[src/rtl/sreg_pkg.sv]
package sreg_pkg;
  localparam int REG_W   = 8;
  localparam int ARITH_N = 3;
  localparam int BANK_N  = 3;
  // bit positions; decoders elsewhere rely on these
  localparam int POS_C   = 0;
  localparam int POS_DC  = 1;
  localparam int POS_Z   = 2;
  localparam int POS_PD  = 3;
  localparam int POS_TO  = 4;
  localparam int POS_RP0 = 5;
  localparam int POS_RP1 = 6;
  localparam int POS_IRP = 7;
  localparam int BANK_LO = POS_RP0;

  typedef struct packed {
    logic to;
    logic pd;
  } cause_t;

  function automatic logic [REG_W-1:0] pack_status(
      input logic [BANK_N-1:0] bank, input cause_t cz, input logic [ARITH_N-1:0] ar);
    logic [REG_W-1:0] r;
    r = '0;
    r[POS_IRP:POS_RP0] = bank;
    r[POS_TO]          = cz.to;
    r[POS_PD]          = cz.pd;
    r[POS_Z:POS_C]     = ar;
    return r;
  endfunction
endpackage

[src/rtl/sreg_arith_flags.sv]
module sreg_arith_flags
  import sreg_pkg::*;
(
  input  logic               clk,
  input  logic               rst_n,
  input  logic               wr_en,
  input  logic [ARITH_N-1:0] wr_bits,
  input  logic [ARITH_N-1:0] upd_en,
  input  logic [ARITH_N-1:0] upd_val,
  output logic [ARITH_N-1:0] flags_q
);
  logic sw_blocked;
  assign sw_blocked = |upd_en;

  for (genvar i = 0; i < ARITH_N; i++) begin : g_flag
    logic q, nxt;
    always_comb begin
      nxt = q;
      if (upd_en[i])                 nxt = upd_val[i];
      else if (wr_en && !sw_blocked) nxt = wr_bits[i];
    end
    always_ff @(posedge clk or negedge rst_n) begin
      if (!rst_n) q <= 1'b0;
      else        q <= nxt;
    end
    assign flags_q[i] = q;


    flag_hold_chk: assert property (@(posedge clk) disable iff (!rst_n)
      (sw_blocked && !upd_en[i]) |=> (flags_q[i] == $past(flags_q[i])));

    flag_take_chk: assert property (@(posedge clk) disable iff (!rst_n)
      upd_en[i] |=> (flags_q[i] == $past(upd_val[i])));

    flag_write_chk: assert property (@(posedge clk) disable iff (!rst_n)
      (wr_en && !sw_blocked) |=> (flags_q[i] == $past(wr_bits[i])));
  end
endmodule

[src/rtl/sreg_reset_cause.sv]
module sreg_reset_cause
  import sreg_pkg::*;
(
  input  logic   clk,
  input  logic   rst_n,
  input  logic   pwr_up,
  input  logic   wdt_clr,
  input  logic   sleep_cmd,
  input  logic   wdt_tmo,
  output cause_t cause_q
);
  cause_t nxt;
  logic   to_set, pd_set;

  assign to_set = pwr_up | wdt_clr | sleep_cmd;
  assign pd_set = pwr_up | wdt_clr;

  always_comb begin
    nxt = cause_q;
    if (wdt_tmo)     nxt.to = 1'b0;
    else if (to_set) nxt.to = 1'b1;
    if (sleep_cmd)   nxt.pd = 1'b0;
    else if (pd_set) nxt.pd = 1'b1;
  end

  always_ff @(posedge clk or negedge rst_n) begin
    if (!rst_n) cause_q <= '{to: 1'b1, pd: 1'b1};
    else        cause_q <= nxt;
  end


  tmo_clears_to_chk: assert property (@(posedge clk) disable iff (!rst_n)
    wdt_tmo |=> !cause_q.to);

  evt_sets_to_chk: assert property (@(posedge clk) disable iff (!rst_n)
    ((pwr_up || wdt_clr || sleep_cmd) && !wdt_tmo) |=> cause_q.to);

  sleep_clears_pd_chk: assert property (@(posedge clk) disable iff (!rst_n)
    sleep_cmd |=> !cause_q.pd);

  evt_sets_pd_chk: assert property (@(posedge clk) disable iff (!rst_n)
    ((pwr_up || wdt_clr) && !sleep_cmd) |=> cause_q.pd);

  cause_idle_chk: assert property (@(posedge clk) disable iff (!rst_n)
    !(pwr_up || wdt_clr || sleep_cmd || wdt_tmo) |=> $stable(cause_q));
endmodule

[src/rtl/sreg_bank_ctl.sv]
module sreg_bank_ctl
  import sreg_pkg::*;
#(
  parameter bit HI_BANK_RESERVED = 1'b0
) (
  input  logic              clk,
  input  logic              rst_n,
  input  logic              wr_en,
  input  logic [BANK_N-1:0] wr_bits,
  output logic [BANK_N-1:0] bank_q,
  output logic [1:0]        dir_bank,
  output logic              ind_bank
);
  always_ff @(posedge clk or negedge rst_n) begin
    if (!rst_n)     bank_q <= '0;
    else if (wr_en) bank_q <= wr_bits;
  end

  if (HI_BANK_RESERVED) begin : g_reserved
    assign dir_bank = {1'b0, bank_q[0]};
    assign ind_bank = 1'b0;
  end else begin : g_full
    assign dir_bank = bank_q[1:0];
    assign ind_bank = bank_q[2];
  end


  bank_write_chk: assert property (@(posedge clk) disable iff (!rst_n)
    wr_en |=> (bank_q == $past(wr_bits)));

  bank_hold_chk: assert property (@(posedge clk) disable iff (!rst_n)
    !wr_en |=> $stable(bank_q));

  bank_low_chk: assert property (@(posedge clk) disable iff (!rst_n)
    wr_en |=> (dir_bank[0] == $past(wr_bits[0])));
endmodule

[src/rtl/cpu_status_reg.sv]
module cpu_status_reg
  import sreg_pkg::*;
#(
  parameter bit HI_BANK_RESERVED = 1'b0
) (
  input  logic               clk,
  input  logic               rst_n,
  input  logic               wr_en,
  input  logic [REG_W-1:0]   wr_data,
  input  logic [ARITH_N-1:0] flg_en,
  input  logic [ARITH_N-1:0] flg_val,
  input  logic               pwr_up,
  input  logic               wdt_clr,
  input  logic               sleep_cmd,
  input  logic               wdt_tmo,
  output logic [REG_W-1:0]   status_q,
  output logic [1:0]         dir_bank,
  output logic               ind_bank
);
  logic [ARITH_N-1:0] arith_q;
  logic [BANK_N-1:0]  bank_q;
  cause_t             cause_q;
  logic               unused_cause_bits;

  assign unused_cause_bits = ^wr_data[POS_TO:POS_PD];

  sreg_arith_flags u_arith (
    .clk(clk), .rst_n(rst_n), .wr_en(wr_en),
    .wr_bits(wr_data[POS_Z:POS_C]),
    .upd_en(flg_en), .upd_val(flg_val), .flags_q(arith_q)
  );

  sreg_reset_cause u_cause (
    .clk(clk), .rst_n(rst_n), .pwr_up(pwr_up), .wdt_clr(wdt_clr),
    .sleep_cmd(sleep_cmd), .wdt_tmo(wdt_tmo), .cause_q(cause_q)
  );

  sreg_bank_ctl #(.HI_BANK_RESERVED(HI_BANK_RESERVED)) u_bank (
    .clk(clk), .rst_n(rst_n), .wr_en(wr_en),
    .wr_bits(wr_data[POS_IRP:BANK_LO]),
    .bank_q(bank_q), .dir_bank(dir_bank), .ind_bank(ind_bank)
  );

  assign status_q = pack_status(bank_q, cause_q, arith_q);


  cause_no_write_chk: assert property (@(posedge clk) disable iff (!rst_n)
    (wr_en && !(pwr_up || wdt_clr || sleep_cmd || wdt_tmo))
      |=> (status_q[POS_TO:POS_PD] == $past(status_q[POS_TO:POS_PD])));

  reserved_out_chk: assert property (@(posedge clk) disable iff (!rst_n)
    HI_BANK_RESERVED |-> (!ind_bank && !dir_bank[1]));
endmodule

[config.mk]
export PLATFORM = sky130hd
export DESIGN_NAME = cpu_status_reg
export DESIGN_NICKNAME = d
export VERILOG_FILES = /design/src/rtl/sreg_pkg.sv /design/src/rtl/sreg_arith_flags.sv /design/src/rtl/sreg_reset_cause.sv /design/src/rtl/sreg_bank_ctl.sv /design/src/rtl/cpu_status_reg.sv
export SDC_FILE = /design/constraint.sdc
export NUM_CORES = 1
export LEC_CHECK = 0
export ABC_AREA = 1
export BUFFER_PORTS_ARGS = -buffer_cell sky130_fd_sc_hd__buf_4
export CORE_AREA = 2 2 39 41
export DETAILED_ROUTE_END_ITERATION = 10
export DIE_AREA = 0 0 41 43
export GPL_TIMING_DRIVEN = 0
export PLACE_DENSITY = 0.66
export SLEW_MARGIN = 20
export SYNTH_ARGS = -nofsm -noshare
export SYNTH_HDL_FRONTEND = slang
export SYNTH_SLANG_ARGS = --single-unit
[constraint.sdc]
create_clock -name clk -period 1.85 [get_ports clk]
set_clock_uncertainty 0.1 [all_clocks]
set_input_delay 0.37 -clock clk [delete_from_list [all_inputs] [get_ports clk]]
set_output_delay 0.37 -clock clk [all_outputs]
set_load 0.05 [all_outputs]
After elaboration in Yosys (flattened, before gate mapping) --
Cells that the tools add are included.
Operators by class: muxes and demuxes 10, bitwise gates (word level) 2, reduce and logical (&&, ||, !) cells 8
Operators by type and width (count):
- $mux W1 | 10
- $reduce_bool A2 Y1 | 5
- $reduce_or A3 Y1 | 1
- $or A1 B1 Y1 | 2
- $logic_and A1 B1 Y1 | 1
- $logic_not A1 Y1 | 1
Storage, ports and cells: register bits after elaboration 8, input bits 21, output and inout port bits 11, word-level logic and storage cells 26

Logic depth before layout (Yosys ltp) --
depth after elaboration 5, gate-level depth with buffers 5, mapped depth without buffers 5

Cells and area by module --
Synthesis repeated with hierarchy kept, for this count alone.
Second synthesis, totals: cell total of the unflattened synthesis 51, area, all modules 410.4 sq um
Modules (own cells, without submodules):
- sreg_arith_flags | instances 1, cells each 28, area an instance 195.2 sq um, sequential area each 75.1 sq um
- sreg_bank_ctl | instances 1, cells each 16, area an instance 135.1 sq um, sequential area each 75.1 sq um
- sreg_reset_cause | instances 1, cells each 7, area an instance 80.1 sq um, sequential area each 52.6 sq um

Least setup slack after synthesis --
No wires, ideal clock.
path type flip-flop to output port, start reg u_bank.bank_q[0], end out status_q[5], arrival 0.904 ns, required time 1.380 ns, slack 0.476 ns, cell stages (with the launch flop) 2, path buffers 1, cell sequence dfrtp_1 > buf_4
RTL lines:
- start: declaration | line sreg_bank_ctl.sv:10 | output logic [BANK_N-1:0] bank_q,
- start signal: assignment | line sreg_bank_ctl.sv:16 | else if (wr_en) bank_q <= wr_bits;
- end: declaration | line cpu_status_reg.sv:16 | output logic [REG_W-1:0] status_q,
No word-level cell between the ends.

Worst setup path after layout --
start reg u_bank.bank_q[1], end out status_q[6]
No word-level cell between the ends.

==> run metrics <==
status=complete, no violations; Final #Nets=108; worst setup margin=0.413 ns; Sw Pwr=0.000186 W; die span in x=41 um; CTS buffer count=3; DIE AREA=1760 um2; final wirelength=854 um; fmax=696 MHz; sw frac=34.5%; commonest cells after routing, fill and taps aside=buf_4 (35), nand2_1 (16), nor2_1 (6), nand3_1 (6), dfrtp_1 (6); Worst Path Required=1.38 ns; # fillers=153; I/O pin total=32; overall power=0.000541 W; Power per Cell Area=783 nW/um2; first-pass GRT wire length=1.43 mm; # setup viols final=0; max-slew violation count=0; worst skew pair latency=0.24 ns; H-tree Lvls=1; Storage cell area=203 um2; Via density=4.04; Routability Congestion=0.647; layout cells sized above 1=51.2%; CP arrival=0.97 ns; Lkg Pwr=0.384 nW; HPWL Detailed=730 um; via count of the first global-routing pass=391; Setup crit end kind=primary output; synthesis-stage register bit count=8; CTS tree=built; Comb power frac=36.1%; pre-CTS WS=0.679 ns; setup slack, reg-to-reg=1.03 ns; Avg WL per Cell=8.37 um; library cells used by synthesis=11; max-cap check violation count=0; drt first-iter violations=2; IO buf count=29; TNS Setup=0 ns; Syn Inst Count=52; GRT overflow=0; initial antenna violation count=0; Yosys warnings=0; area of the multi-input gates=146 um2; sequential share of the synthesized area=48.6%; Sink Count=8; Max IR drop VDD=0.000285 V; clock group share of total power=26.5%; Syn Std Cell Area=417 um2; Total GRT Usage=12.2%; HP Class=in2reg; Die Ht=43 um; unrepaired setup endpoints after global routing=false; commonest non-fill, non-tap cell in the layout=buf_4; Hold WS=0.139 ns; actual slew at the worst max-slew pin=0.160 ns; Final Critical Period=1.44 ns; CTS Buffer Depth=2; largest net degree at the start of global routing=9; drt first pass iters=3; Crit Path Max Fanout=3; ant diodes=0; post_cts resized=0; FP Rows=14; total core area=1380 um2; kind of critical path=reg2out; Vias=412; initial core utilization=30.1%; final hold viol count=0; Clk Tree Root Cell=clkbuf_4; internal power=0.000354 W; Rel. slew slack=89.3%; post-synth net total=73; Tcrit/Tclk final=77.7%; DR DRC count=0; Routed Antenna Nets=0; Seq pwr share=37.4%; startpoint types=flop; Layout area overhead=65.8%; Avg Cell Area, Syn=8.01 um2; Clock transition at path regs=0.06 ns
routing by layer:
metal	GRT usage, %	wire (um)
met1	13.6	328
met2	19.1	444
met3	1.57	61
met4	10.0	19
met5	0	0
cell families (layout without fill, tap and decap cells):
| logic type | Yosys count | in the layout | synth area share [%] |
|---|---|---|---|
| DFF | 8 | 8 | 48.6 |
| and+or+nand+nor | 32 | 32 | 35.1 |
| buffers and inverters | 12 | 46 | 16.2 |
registers in the layout, indices dropped and copies added (netlist names):
register	count
u_cause.cause_q	2
u_bank.bank_q	3
u_arith.g_flag.q	3
cells in the mapped netlist (all sizes together):
cell type | instances | area, um2
inv | 6 | 22.5
dfrtp | 6 | 150
dfstp | 2 | 52.6
nand3 | 6 | 30.0
nor2 | 8 | 45.0
nand2 | 17 | 66.3
nor3 | 1 | 5.00
buf | 6 | 45.0
worst max-delay path, cell delays in order (launching register included):
cell     delay [ns]
dfrtp_1        0.40
buf_4          0.14
buf_4          0.18
layout make-up:
| cell class | count | share of cell area (%) |
|---|---|---|
| multi-input cells | 32 | 21.2 |
| clock buffers | 4 | 3.80 |
| flip-flops and latches | 8 | 29.3 |
| inverters | 6 | 3.26 |
| plain buffers | 6 | 6.52 |
| repair buffers | 30 | 33.0 |
| well taps | 16 | 2.90 |
power groups by stage:
stage	clock, W	sequential [W]	combinational [W]
global placement	0	0.000204	0.000195
global route	0.000157	0.000204	0.000211
floorplan	0	0.000235	0.0000909
CTS	0.000149	0.000202	0.000198
detailed placement	0	0.000205	0.000196
finish	0.000143	0.000202	0.000196
final timing paths:
check / endpoint / depth (start not counted) / startpoint
max: status_q[6] / 2 / u_bank.bank_q[1]
min: u_cause.cause_q[1] / 2 / wdt_tmo
max reg2reg: u_cause.cause_q[0] / 2 / u_cause.cause_q[0]
min reg2reg: u_bank.bank_q[0] / 2 / u_bank.bank_q[0]
max in group asynchronous: u_cause.cause_q[1] / 2 / rst_n
min in group asynchronous: u_bank.bank_q[1] / 2 / rst_n
stage by stage:
| step | area, um2 | utilization [%] | instances |
|---|---|---|---|
| 6_report | 691 | 49.9 | 102 |
| 5_1_grt | 691 | 49.9 | 102 |
| 4_1_cts | 691 | 49.9 | 102 |
| 3_5_place_dp | 654 | 47.3 | 97 |
| 3_3_place_gp | 654 | 47.3 | 97 |
| 2_1_floorplan | 417 | - | 52 |
repair_timing:
item,4_1_cts,5_1_grt
hold endpoints to repair,6,0
setup buffers,0,0
hold buffers,1,0
Power figures use the tool's default switching activity.
